`src/rtl/rxq_pkg.sv`:
```
// Shared types and constants for the receive packet FIFO.
package rxq_pkg;
    localparam int CNT_W = 11;

    localparam logic [3:0] CODE_OVERRUN  = 4'b1000;
    localparam logic [3:0] CODE_OVERSIZE = 4'b1001;

    localparam logic [4:0] OP_RX_RESET = 5'h05;
    localparam logic [4:0] OP_DISCARD  = 5'h08;

    // One status queue entry.
    typedef struct packed {
        logic             done;
        logic [3:0]       code;
        logic [CNT_W-1:0] cnt;
    } rxq_entry_t;
endpackage

```
`src/rtl/rxq_data_store.sv`:
```
// Circular byte store. One byte can be pushed per cycle, and the read pointer
// can move forward by any amount up to the current fill level.
// Assumes DEPTH is a power of two and the caller never overfills the store
// or moves the read pointer past the fill level.
module rxq_data_store #(
    parameter int DEPTH = 64,
    parameter int DW    = 8,
    localparam int AW   = $clog2(DEPTH),
    localparam int UW   = AW + 1
) (
    input  logic          clk,
    input  logic          rst_n,
    input  logic          clr,
    input  logic          push,
    input  logic [DW-1:0] push_data,
    input  logic          adv,
    input  logic [UW-1:0] adv_n,
    output logic [DW-1:0] rd_data,
    output logic [UW-1:0] used
);
    localparam logic [UW-1:0] FULL_LVL = UW'(DEPTH);

    logic [DW-1:0] mem [DEPTH];
    logic [AW-1:0] wp, rp;

    // Storage array write.
    always_ff @(posedge clk) begin
        if (push) mem[wp] <= push_data;
    end

    // Pointer and fill-level bookkeeping.
    always_ff @(posedge clk) begin
        if (!rst_n || clr) begin
            wp   <= '0;
            rp   <= '0;
            used <= '0;
        end else begin
            wp   <= wp + AW'(push);
            rp   <= adv ? rp + AW'(adv_n) : rp;
            used <= used + UW'(push) - (adv ? adv_n : '0);
        end
    end

    assign rd_data = mem[rp];

    p_push_room_r6: assert property (@(posedge clk) disable iff (!rst_n)
        (push && !clr) |-> (used < FULL_LVL));
    p_adv_bound_r9: assert property (@(posedge clk) disable iff (!rst_n)
        (adv && !clr) |-> (adv_n <= used));
endmodule

```
`src/rtl/rxq_status_queue.sv`:
```
// Queue of per-packet status entries. The newest entry is the packet that is
// still arriving: it is allocated at the start byte, its count is bumped for
// each stored byte, and it is closed with a code at the end byte.
// Assumes PKT_MAX is a power of two, at least 2.
module rxq_status_queue
    import rxq_pkg::*;
#(
    parameter int PKT_MAX = 8,
    localparam int QW     = $clog2(PKT_MAX),
    localparam int QUW    = QW + 1
) (
    input  logic           clk,
    input  logic           rst_n,
    input  logic           clr,
    input  logic           alloc,
    input  logic           bump,
    input  logic           fin,
    input  logic [3:0]     fin_code,
    input  logic           pop,
    output rxq_entry_t     head,
    output logic [QUW-1:0] used,
    output logic [QUW-1:0] n_done
);
    localparam logic [QUW-1:0] FULL_LVL = QUW'(PKT_MAX);

    rxq_entry_t    ent [PKT_MAX];
    logic [QW-1:0] wp, rp, tail;

    assign tail = wp - 1'b1;

    // Entry contents: allocate a fresh entry or update the open tail entry.
    always_ff @(posedge clk) begin
        if (alloc) begin
            ent[wp] <= rxq_entry_t'{done: fin, code: fin_code, cnt: CNT_W'(bump)};
        end else begin
            if (bump) ent[tail].cnt <= ent[tail].cnt + 1'b1;
            if (fin) begin
                ent[tail].done <= 1'b1;
                ent[tail].code <= fin_code;
            end
        end
    end

    // Pointers, occupancy and count of finished entries.
    always_ff @(posedge clk) begin
        if (!rst_n || clr) begin
            wp     <= '0;
            rp     <= '0;
            used   <= '0;
            n_done <= '0;
        end else begin
            wp     <= wp + QW'(alloc);
            rp     <= rp + QW'(pop);
            used   <= used + QUW'(alloc) - QUW'(pop);
            n_done <= n_done + QUW'(fin) - QUW'(pop);
        end
    end

    assign head = ent[rp];

    p_no_overflow_r5: assert property (@(posedge clk) disable iff (!rst_n)
        (alloc && !clr) |-> (used < FULL_LVL));
    p_pop_done_r9: assert property (@(posedge clk) disable iff (!rst_n)
        (pop && !clr) |-> (used != '0) && head.done);
    p_tail_open_r2: assert property (@(posedge clk) disable iff (!rst_n)
        ((bump || fin) && !alloc && !clr) |-> (used != '0));
endmodule

```
`src/rtl/rx_pkt_fifo.sv`:
```
// Receive packet FIFO top. It accepts packet bytes, keeps one status entry per
// packet, serves the oldest packet to the host, and handles the discard and
// receive-reset commands, overflow refusal and the sticky underrun fault.
// Assumes DEPTH and PKT_MAX are powers of two and DEPTH < 2048.
module rx_pkt_fifo
    import rxq_pkg::*;
#(
    parameter int DEPTH   = 64,
    parameter int PKT_MAX = 8,
    parameter int MAX_LEN = 1514,
    parameter int OVR_CLR = 4
) (
    input  logic        clk,
    input  logic        rst_n,
    input  logic        wr_valid,
    input  logic        wr_sop,
    input  logic        wr_eop,
    input  logic [7:0]  wr_data,
    input  logic [3:0]  wr_err,
    input  logic        rd_pop,
    output logic [7:0]  rd_data,
    input  logic        cmd_valid,
    input  logic [4:0]  cmd_op,
    output logic [15:0] head_status,
    output logic        rx_complete,
    output logic        rx_receiving,
    output logic        stat_ovr,
    output logic        data_ovr,
    output logic        rx_underrun,
    output logic        adapter_fail
);
    localparam int UW  = $clog2(DEPTH) + 1;
    localparam int QUW = $clog2(PKT_MAX) + 1;
    localparam logic [UW-1:0]    D_FULL  = UW'(DEPTH);
    localparam logic [UW-1:0]    CLR_LIM = UW'(OVR_CLR);
    localparam logic [QUW-1:0]   Q_FULL  = QUW'(PKT_MAX);
    localparam logic [CNT_W-1:0] LEN_LIM = CNT_W'(MAX_LEN);

    rxq_entry_t       q_head;
    logic [QUW-1:0]   q_used, q_done;
    logic [UW-1:0]    d_used, d_free, adv_n;
    logic             rx_act, pkt_drop;
    logic [CNT_W-1:0] rx_len, rd_cnt, len_next;
    logic             cmd_reset, cmd_disc, wr_go, start, refuse, take, d_full;
    logic             byte_ok, byte_drop, ending, drop_any;
    logic [3:0]       fin_code;
    logic             has_head, pop_req, pop_ok, pop_bad, disc_ok;

    // Command decode and write-side acceptance.
    assign cmd_reset = cmd_valid && (cmd_op == OP_RX_RESET);
    assign cmd_disc  = cmd_valid && (cmd_op == OP_DISCARD);
    assign wr_go     = wr_valid && !cmd_reset;
    assign start     = wr_go && wr_sop && !rx_act;
    assign refuse    = start && (q_used == Q_FULL);
    assign take      = (start && !refuse) || (wr_go && rx_act);
    assign d_full    = (d_used == D_FULL);
    assign d_free    = D_FULL - d_used;
    assign byte_ok   = take && !d_full && !data_ovr;
    assign byte_drop = take && !byte_ok;
    assign ending    = take && wr_eop;
    assign len_next  = (start ? '0 : rx_len) + CNT_W'(byte_ok);
    assign drop_any  = (start ? 1'b0 : pkt_drop) | byte_drop;

    // End-of-packet code: overrun over oversize over the supplied code.
    always_comb begin
        if (drop_any)                fin_code = CODE_OVERRUN;
        else if (len_next > LEN_LIM) fin_code = CODE_OVERSIZE;
        else                         fin_code = wr_err;
    end

    // Read-side decode against the head entry.
    assign has_head = (q_used != '0);
    assign pop_req  = rd_pop && !cmd_valid;
    assign pop_ok   = pop_req && has_head && (rd_cnt < q_head.cnt);
    assign pop_bad  = pop_req && !pop_ok;
    assign disc_ok  = cmd_disc && has_head && q_head.done;
    assign adv_n    = pop_ok ? UW'(1) : UW'(q_head.cnt - rd_cnt);

    rxq_data_store #(.DEPTH(DEPTH), .DW(8)) u_store (
        .clk(clk), .rst_n(rst_n), .clr(cmd_reset),
        .push(byte_ok), .push_data(wr_data),
        .adv(pop_ok || disc_ok), .adv_n(adv_n),
        .rd_data(rd_data), .used(d_used)
    );

    rxq_status_queue #(.PKT_MAX(PKT_MAX)) u_stat (
        .clk(clk), .rst_n(rst_n), .clr(cmd_reset),
        .alloc(start && !refuse), .bump(byte_ok), .fin(ending),
        .fin_code(fin_code), .pop(disc_ok),
        .head(q_head), .used(q_used), .n_done(q_done)
    );

    // Packet-in-progress state: active flag, running length, drop marker.
    always_ff @(posedge clk) begin
        if (!rst_n || cmd_reset) begin
            rx_act   <= 1'b0;
            rx_len   <= '0;
            pkt_drop <= 1'b0;
        end else begin
            if (ending)                 rx_act <= 1'b0;
            else if (start && !refuse)  rx_act <= 1'b1;
            if (take) begin
                rx_len   <= len_next;
                pkt_drop <= drop_any;
            end
        end
    end

    // Bytes consumed from the head packet.
    always_ff @(posedge clk) begin
        if (!rst_n || cmd_reset || disc_ok) rd_cnt <= '0;
        else if (pop_ok)                    rd_cnt <= rd_cnt + 1'b1;
    end

    // Overflow and fault flags.
    always_ff @(posedge clk) begin
        if (!rst_n || cmd_reset) begin
            stat_ovr    <= 1'b0;
            data_ovr    <= 1'b0;
            rx_underrun <= 1'b0;
        end else begin
            if (refuse)       stat_ovr <= 1'b1;
            else if (disc_ok) stat_ovr <= 1'b0;
            data_ovr <= (take && d_full) || (data_ovr && (d_free < CLR_LIM));
            if (pop_bad) rx_underrun <= 1'b1;
        end
    end

    // Host-visible status word.
    always_comb begin
        if (!has_head)          head_status = 16'h8000;
        else if (!q_head.done)  head_status = {1'b1, 4'b0000, q_head.cnt};
        else                    head_status = {1'b0, q_head.code, q_head.cnt};
    end

    assign rx_complete  = (q_done != '0);
    assign rx_receiving = rx_act;
    assign adapter_fail = rx_underrun;

    p_underrun_sticky_r8: assert property (@(posedge clk) disable iff (!rst_n)
        (rx_underrun && !cmd_reset) |=> rx_underrun);
    p_done_head_r11: assert property (@(posedge clk) disable iff (!rst_n)
        rx_complete |-> !head_status[15]);
    p_statovr_cause_r5: assert property (@(posedge clk) disable iff (!rst_n)
        $rose(stat_ovr) |-> ($past(q_used) == Q_FULL));
    p_reset_empty_r10: assert property (@(posedge clk) disable iff (!rst_n)
        cmd_reset |=> (head_status == 16'h8000) && !rx_receiving);
endmodule

```
`config.mk`:
```
export PLATFORM = sky130hd
export DESIGN_NAME = rx_pkt_fifo
export DESIGN_NICKNAME = d
export VERILOG_FILES = /design/src/rtl/rxq_pkg.sv /design/src/rtl/rxq_data_store.sv /design/src/rtl/rxq_status_queue.sv /design/src/rtl/rx_pkt_fifo.sv
export SDC_FILE = /design/constraint.sdc
export NUM_CORES = 1
export LEC_CHECK = 0
export BUFFER_PORTS_ARGS = -buffer_cell sky130_fd_sc_hd__buf_2
export CORE_MARGIN = 2
export CORE_UTILIZATION = 55
export CTS_CLUSTER_SIZE = 28
export DETAILED_ROUTE_END_ITERATION = 16
export GPL_TIMING_DRIVEN = 1
export PLACE_DENSITY_LB_ADDON = 0.25
export SYNTH_ARGS = -nofsm -noshare
export SYNTH_HDL_FRONTEND = slang
export SYNTH_SLANG_ARGS = --single-unit
```
`constraint.sdc`:
```
create_clock -name clk -period 5 [get_ports clk]
set_input_delay 0.5 -clock clk [delete_from_list [all_inputs] [get_ports clk]]
set_output_delay 0.5 -clock clk [all_outputs]
set_load 0.02 [all_outputs]
```
==> results.yml, run 1 <==
status:
  status: "complete, no violations"
synth:
  syn_area_mm2: 0.0300
  netlist.area_leader.share_pct: 64.1
  syn_nets: 1758
  syn_inst: 1673
  synthArstFlopShare_pct: 0
  synth_seq_cells: 706
  yosys.cell_count.top_type: "edfxtp_1"
  ys_seq_area_share_pct: 68.5
  synth_cell_types: 75
  synth_top_cells_by_count: "edfxtp_1 (640), mux4_2 (213), nor2_1 (149)"
  synth_edf_count: 640
  yosysTopAreaCell: "edfxtp_1"
  synth_ff_type: "edfxtp_1"
  synth.top_cells.by_area: "edfxtp_1 (64%), mux4_2 (16%), dfxtp_1 (4.4%), ha_1 (2.3%), nor2_1 (1.9%)"
  ys_warn_count: 0
  syn_avg_cell_area_um2: 17.9
detailed_routing:
  ant_nets: 0
  viasPerCell: 6.30
  vias: 15700
  drc: 0
  first_iter_violations: 1331
  routed_wl_um: 64400
  drt_pass1_iterations: 5
  wire_per_inst_um: 25.8
power:
  internal_power_uw: 10200
  comb_power_share_pct: 14.1
  p_sw_share_pct: 24.9
  power.leakage_uw: 0.0107
  powerDensity_mw_per_mm2: 411
  switching_power_uw: 3410
  p_seq_share_pct: 49.1
  clock_power_share_pct: 36.8
  peakVddDrop_mv: 0.366
  power_uw: 13700
sta:
  period_needed_ns: 4.53
  period_share_pct: 90.5
  max_freq_mhz: 221
  slew_headroom_pct: 16.9
  hold_viol: 0
  finalSetupViolations: 0
  slew_viol_final: 0
  grt_setup_unrepaired: "no"
  worstMarginPinSlew_ns: 1.25
  fin_skew_ns: 0.0219
  final.setup.tns_ns: 0
  setup_slack_ns: 0.473
cells_and_area:
  drive_gt1_share_pct: 22.4
  syn_to_final_growth_pct: 10.9
  fin_nets: 1833
  final_cell_area_mm2: 0.0332
  stdcell_count: 2498
  n_fill_cell: 3817
  antenna_cells: 0
setup_path:
  rr_endpoint: "u_store.used[6]"
  cp-end-kind: "flop"
  ff2ff_path_depth: 20
  cp.required_ns: 5.48
  r2r_slack_ns: 0.47
  worstPathArrival_ns: 5.00
  rr_startpoint: "u_stat.rp[0]"
  critical_path_class: "reg2reg"
  critPathMaxFanout: 20
  worstSetupStartpointType: "flop"
grt:
  grt_overflow_total: 0
  antenna_found_initial: 0
  grt_pass1_vias: 16000
  grt_max_degree: 71
  grt_first_pass_wirelength_um: 98100
  grt_use_total_pct: 23.5
clock_tree:
  cts_hold_buf: 0
  numCtsBuffers: 73
  cts_resized: 0
  clkSinkCount: 706
  cts_max_path_buffers: 3
  cts_tree: "built"
  cts_setup_buffers: 0
  cts_root_buf: "clkbuf_16"
  cts_htree_levels: 3
  insertion_delay_ns: 0.62
  clk_pin_slew_ns: 0.06
min_path:
  whs_path_depth: 2
  hold_class: "in2reg"
  whs_endpoint: "u_stat.wp[0]"
  min_from: "rst_n"
die:
  initial_core_util_pct: 55.7
  io_pins: 54
  num_rows: 85
  core-area_mm2: 0.0538
  die_y_um: 237
  die_w_um: 237
  die_area_mm2: 0.0564
job:
  drv_cap: 0
place:
  postPlaceCellArea_mm2: 0.0310
  dp.cells: 2369
  dp_hpwl_um: 40200
  pre_cts_ws_ns: 0.490
  io_buffers: 53
  place.gp.congestion: 0.838
[cells in the final DEF (no fill, tap or decap), types with 14 or more instances in the layout]
master     instances
clkbuf_16         76
mux2i_1           26
inv_1             44
dfxtp_1           61
and2_1            24
and3_1            14
xor2_1            18
nand2_1           79
clkbuf_1          29
xnor2_1           20
buf_4             20
mux4_2           213
nand3_1           22
buf_2             53
ha_1              56
o21ai_0           17
edfxtp_1         640
nor2_1           149
a21oi_1           38
a22oi_1           19
[power by group through the flow]
| stage | logic, uW | clock network, uW | registers, uW |
|---|---|---|---|
| floorplan | 1360 | 0 | 6750 |
| global placement | 1870 | 0 | 6830 |
| detailed placement | 1920 | 0 | 6830 |
| CTS | 1930 | 5100 | 6710 |
| global route | 2080 | 5340 | 6720 |
| finish | 1920 | 5030 | 6710 |
[kinds of logic after synthesis]
logic type / count (synthesis) / synth area share [%]
compound gates: 141 / 3.28
xor+xnor: 39 / 1.16
fa+ha+maj: 61 / 2.67
buf+inv: 126 / 1.77
flops: 706 / 68.5
mux: 239 / 16.9
simple gates: 361 / 5.73
[worst max-delay path by stage]
stage,start,to,slack (ns),cells past startpoint
floorplan,u_stat.rp[0],u_store.used[6],0.07,22
global placement,u_stat.rp[0],u_store.used[6],0.54,19
detailed placement,u_stat.rp[0],u_store.used[6],0.49,19
CTS,u_stat.rp[0],u_store.used[6],0.46,19
global route,u_stat.rp[0],u_store.used[6],0.13,19
finish,u_stat.rp[0],u_store.used[6],0.47,20
[registers in the layout (all words and copies together) (netlist names), 3 cells and up, named ones only]
name	cells
u_store.used	7
rx_len	11
u_stat.used	4
u_stat.rp	3
u_store.mem	512
rd_cnt	11
u_store.wp	6
u_stat.n_done	4
u_stat.ent	128
u_store.rp	6
u_stat.wp	3
[layer usage]
metal | up-vias | track usage [%] | routed length [um]
met1 | 8177 | 31.9 | 26200
met2 | 594 | 39.2 | 32200
met3 | 123 | 4.67 | 4280
met4 | 0 | 6.67 | 1800
li1 | 6840 | - | -
met5 | - | 0 | 0
[stage by stage]
| stage | util (%) | hold slack [ns] |
|---|---|---|
| after floorplan | - | 0.432 |
| after global placement | 57.7 | 0.437 |
| after detailed placement | 57.7 | 0.443 |
| after CTS | 61.8 | 0.259 |
| after global routing | 61.8 | 0.270 |
| final | 61.8 | 0.294 |
[final cells by class]
class                           instances  area (um2)  share of cell area (%)
Clock buffer                          108        2050                    6.17
Clock inverter                         21         139                   0.418
Inverter                               47         176                   0.531
Multi-Input combinational cell        841        8910                    26.8
Sequential cell                       706       20600                    61.8
Tap cell                              696         871                    2.62
Timing Repair Buffer                   79         536                    1.61
[critical path: stages (launching register included)]
cell and delay (ns):
dfxtp_2 0.37, buf_12 0.20, mux4_2 0.51, mux2i_1 0.27
inv_1 0.09, ha_1 0.39, inv_1 0.10, o21ai_1 0.18
o21ai_2 0.09, nand2_4 0.07, o21ai_0 0.08, ha_1 0.27
inv_1 0.04, ha_1 0.21, fa_1 0.41, a21o_1 0.18
a21oi_1 0.25, and4b_1 0.23, a211o_1 0.23, xor2_1 0.14
nor2_1 0.05
No activity file was read; power rests on OpenSTA's default activity.
==> run 2: changes to the inputs <==
--- a/config.mk
+++ b/config.mk
@@ -14,4 +14,5 @@
 export PLACE_DENSITY_LB_ADDON = 0.25
 export SYNTH_ARGS = -nofsm -noshare
 export SYNTH_HDL_FRONTEND = slang
+export SYNTH_HIERARCHICAL = 1
 export SYNTH_SLANG_ARGS = --single-unit
==> results.yml, run 2 <==
setup_path:
  critPathMaxFanout: 13
  crit_chain: "buf_6 -> buf_4 -> mux4_2 -> mux2_2 -> inv_1 -> ha_1 -> nand2b_1 -> a21oi_1 -> o221ai_2 -> nand2_1 -> nand2_1 -> buf_4 -> nand2_1 -> ha_1 -> ha_1 -> nor2b_1 -> o21ai_0 -> a21oi_1 -> o21ai_0 -> a21oi_1 -> a31o_2"
  cp.required_ns: 5.50
  slowest_stage: "mux4_2"
  max_stage_delay_ns: 0.50
  r2r_slack_ns: 0.40
  critical_path_class: "reg2reg"
  worstPathArrival_ns: 5.10
  cp-end-kind: "flop"
  worstSetupStartpointType: "flop"
grt:
  grt_pass1_vias: 16900
  grt_max_degree: 65
  antenna_found_initial: 0
  grt_overflow_total: 0
  grt_first_pass_wirelength_um: 103000
  grt_use_total_pct: 24.3
place:
  dp_hpwl_um: 42700
  place.gp.congestion: 0.889
  io_buffers: 53
power:
  p_sw_share_pct: 25.6
  clock_power_share_pct: 38.1
  powerDensity_mw_per_mm2: 428
  p_seq_share_pct: 46.8
  peakVddDrop_mv: 0.344
  power_uw: 14500
  comb_power_share_pct: 15.1
  internal_power_uw: 10800
  power.leakage_uw: 0.0110
  switching_power_uw: 3720
sta:
  max_freq_mhz: 217
  slew_headroom_pct: 18.5
  period_share_pct: 92.0
  worstMarginPinSlew_ns: 1.22
  final.setup.tns_ns: 0
  grt_setup_unrepaired: "no"
  fin_skew_ns: 0.0305
  finalSetupViolations: 0
  slew_viol_final: 0
  period_needed_ns: 4.60
  hold_viol: 0
synth:
  synth_edf_count: 640
  syn_inst: 1777
  yosysTopAreaCell: "edfxtp_1"
  synth_top_cells_by_count: "edfxtp_1 (640), mux4_2 (182), nor2_1 (166)"
  syn_nets: 1859
  netlist.area_leader.share_pct: 63.5
  synth.top_cells.by_area: "edfxtp_1 (63%), mux4_2 (14%), dfxtp_1 (4.4%), ha_1 (2.2%), nor2_1 (2.1%)"
  yosys.cell_count.top_type: "edfxtp_1"
  synth_ff_type: "edfxtp_1"
  synth_cell_types: 75
  ys_warn_count: 6
  ys_seq_area_share_pct: 67.8
  synth_seq_cells: 706
  syn_area_mm2: 0.0303
  synthArstFlopShare_pct: 0
  syn_avg_cell_area_um2: 17.0
die:
  die_y_um: 239
  die_w_um: 239
  core-area_mm2: 0.0541
  num_rows: 85
  initial_core_util_pct: 55.9
  io_pins: 54
  die_area_mm2: 0.0569
detailed_routing:
  wire_per_inst_um: 25.5
  drt_pass1_iterations: 5
  drc: 0
  routed_wl_um: 67400
  ant_nets: 0
  first_iter_violations: 1858
  viasPerCell: 6.36
  vias: 16800
clock_tree:
  cts_setup_buffers: 0
  cts_htree_levels: 3
  numCtsBuffers: 73
  cts_tree: "built"
  cts_max_path_buffers: 3
  insertion_delay_ns: 0.62
  clkSinkCount: 706
  clk_pin_slew_ns: 0.06
  cts_root_buf: "clkbuf_16"
cells_and_area:
  antenna_cells: 0
  final_common_cell: "edfxtp_1"
  largest_reg_flops: 512
  fin_nets: 1967
  top_regs: "u_store/mem (512), u_stat/ent (128)"
  n_fill_cell: 3749
  mostFrequentLayoutCells: "edfxtp_1 (640), mux4_2 (182), nor2_1 (166)"
  syn_to_final_growth_pct: 12.2
  regMostFlops: "u_store/mem"
  drive_gt1_share_pct: 24.1
status:
  status: "complete, no violations"
min_path:
  hold_class: "in2reg"
job:
  drv_cap: 0
run 2: critical path, delay by kind of cell (launching register included):
kind                     cells  cell delay, ns
AO/OA/AOI/OAI                7            1.18
multiplexers                 2            0.79
flip-flops                   1            0.41
buffers and inverters        4            0.70
AND/OR/NAND/NOR              5            0.55
adder cells (fa/ha/maj)      3            0.84
run 2: per-layer routing:
metal | up-vias | share of wire (%) | track usage [%]
li1 | 7263 | - | -
met3 | 101 | 7.6 | 4.61
met4 | 0 | 2.5 | 8.22
met1 | 8745 | 41 | 33.8
met5 | - | 0 | 0
met2 | 684 | 49 | 39.2
run 2: worst paths after layout:
path / endpoint / cells past startpoint / startpoint
worst max register to register: u_store/used[6] / 21 / u_stat/rp[0]
worst max-delay path: u_store/used[6] / 21 / u_stat/rp[0]
worst min-delay path: adapter_fail / 3 / rd_pop
worst min register to register: rx_len[0] / 2 / rx_len[0]
run 2: cells by family (layout without fill, tap and decap cells):
group	Yosys count	count (layout)	share of synthesized area, %
AND/OR/NAND/NOR	393	393	6.20
multiplexers	261	261	16.3
buffers and inverters	141	309	2.21
adder cells (fa/ha/maj)	58	58	2.52
AO/OA/AOI/OAI	188	188	4.04
flip-flops	706	706	67.8
XOR/XNOR	30	30	0.868
run 2: final cells by class:
cell class	count	area (um2)	area share (%)
clock inverter	47	508	1.50
multi-input combinational	930	9070	26.7
inverter	53	199	0.586
sequential	706	20600	60.5
timing repair buffer	121	817	2.40
clock buffer	88	1960	5.76
tap	696	871	2.56
run 2: repair_timing:
item                                   CTS  global route
setup endpoints to repair                0             1
resized for setup                        0             2
hold buffers                             0             0
endpoints found under the hold margin    0             0
run 2: power groups by stage:
stage	Clock (uW)	Sequential, uW	Combinational (uW)
2_1_floorplan	0	6830	1540
3_3_place_gp	0	6920	2130
3_5_place_dp	0	6920	2180
4_1_cts	5640	6800	2190
5_1_grt	5870	6820	2370
6_report	5540	6800	2190
run 2: through the flow:
step	hold WS (ns)	util (%)	area, um2	setup slack [ns]	cells
after floorplan	0.432	-	30300	0.0530	1777
after global placement	0.438	58.2	31500	0.398	2506
after detailed placement	0.447	58.2	31500	0.311	2506
after CTS	0.164	62.7	34000	0.264	2641
after global routing	0.233	62.8	34000	0.0391	2641
final	0.193	62.8	34000	0.398	2641
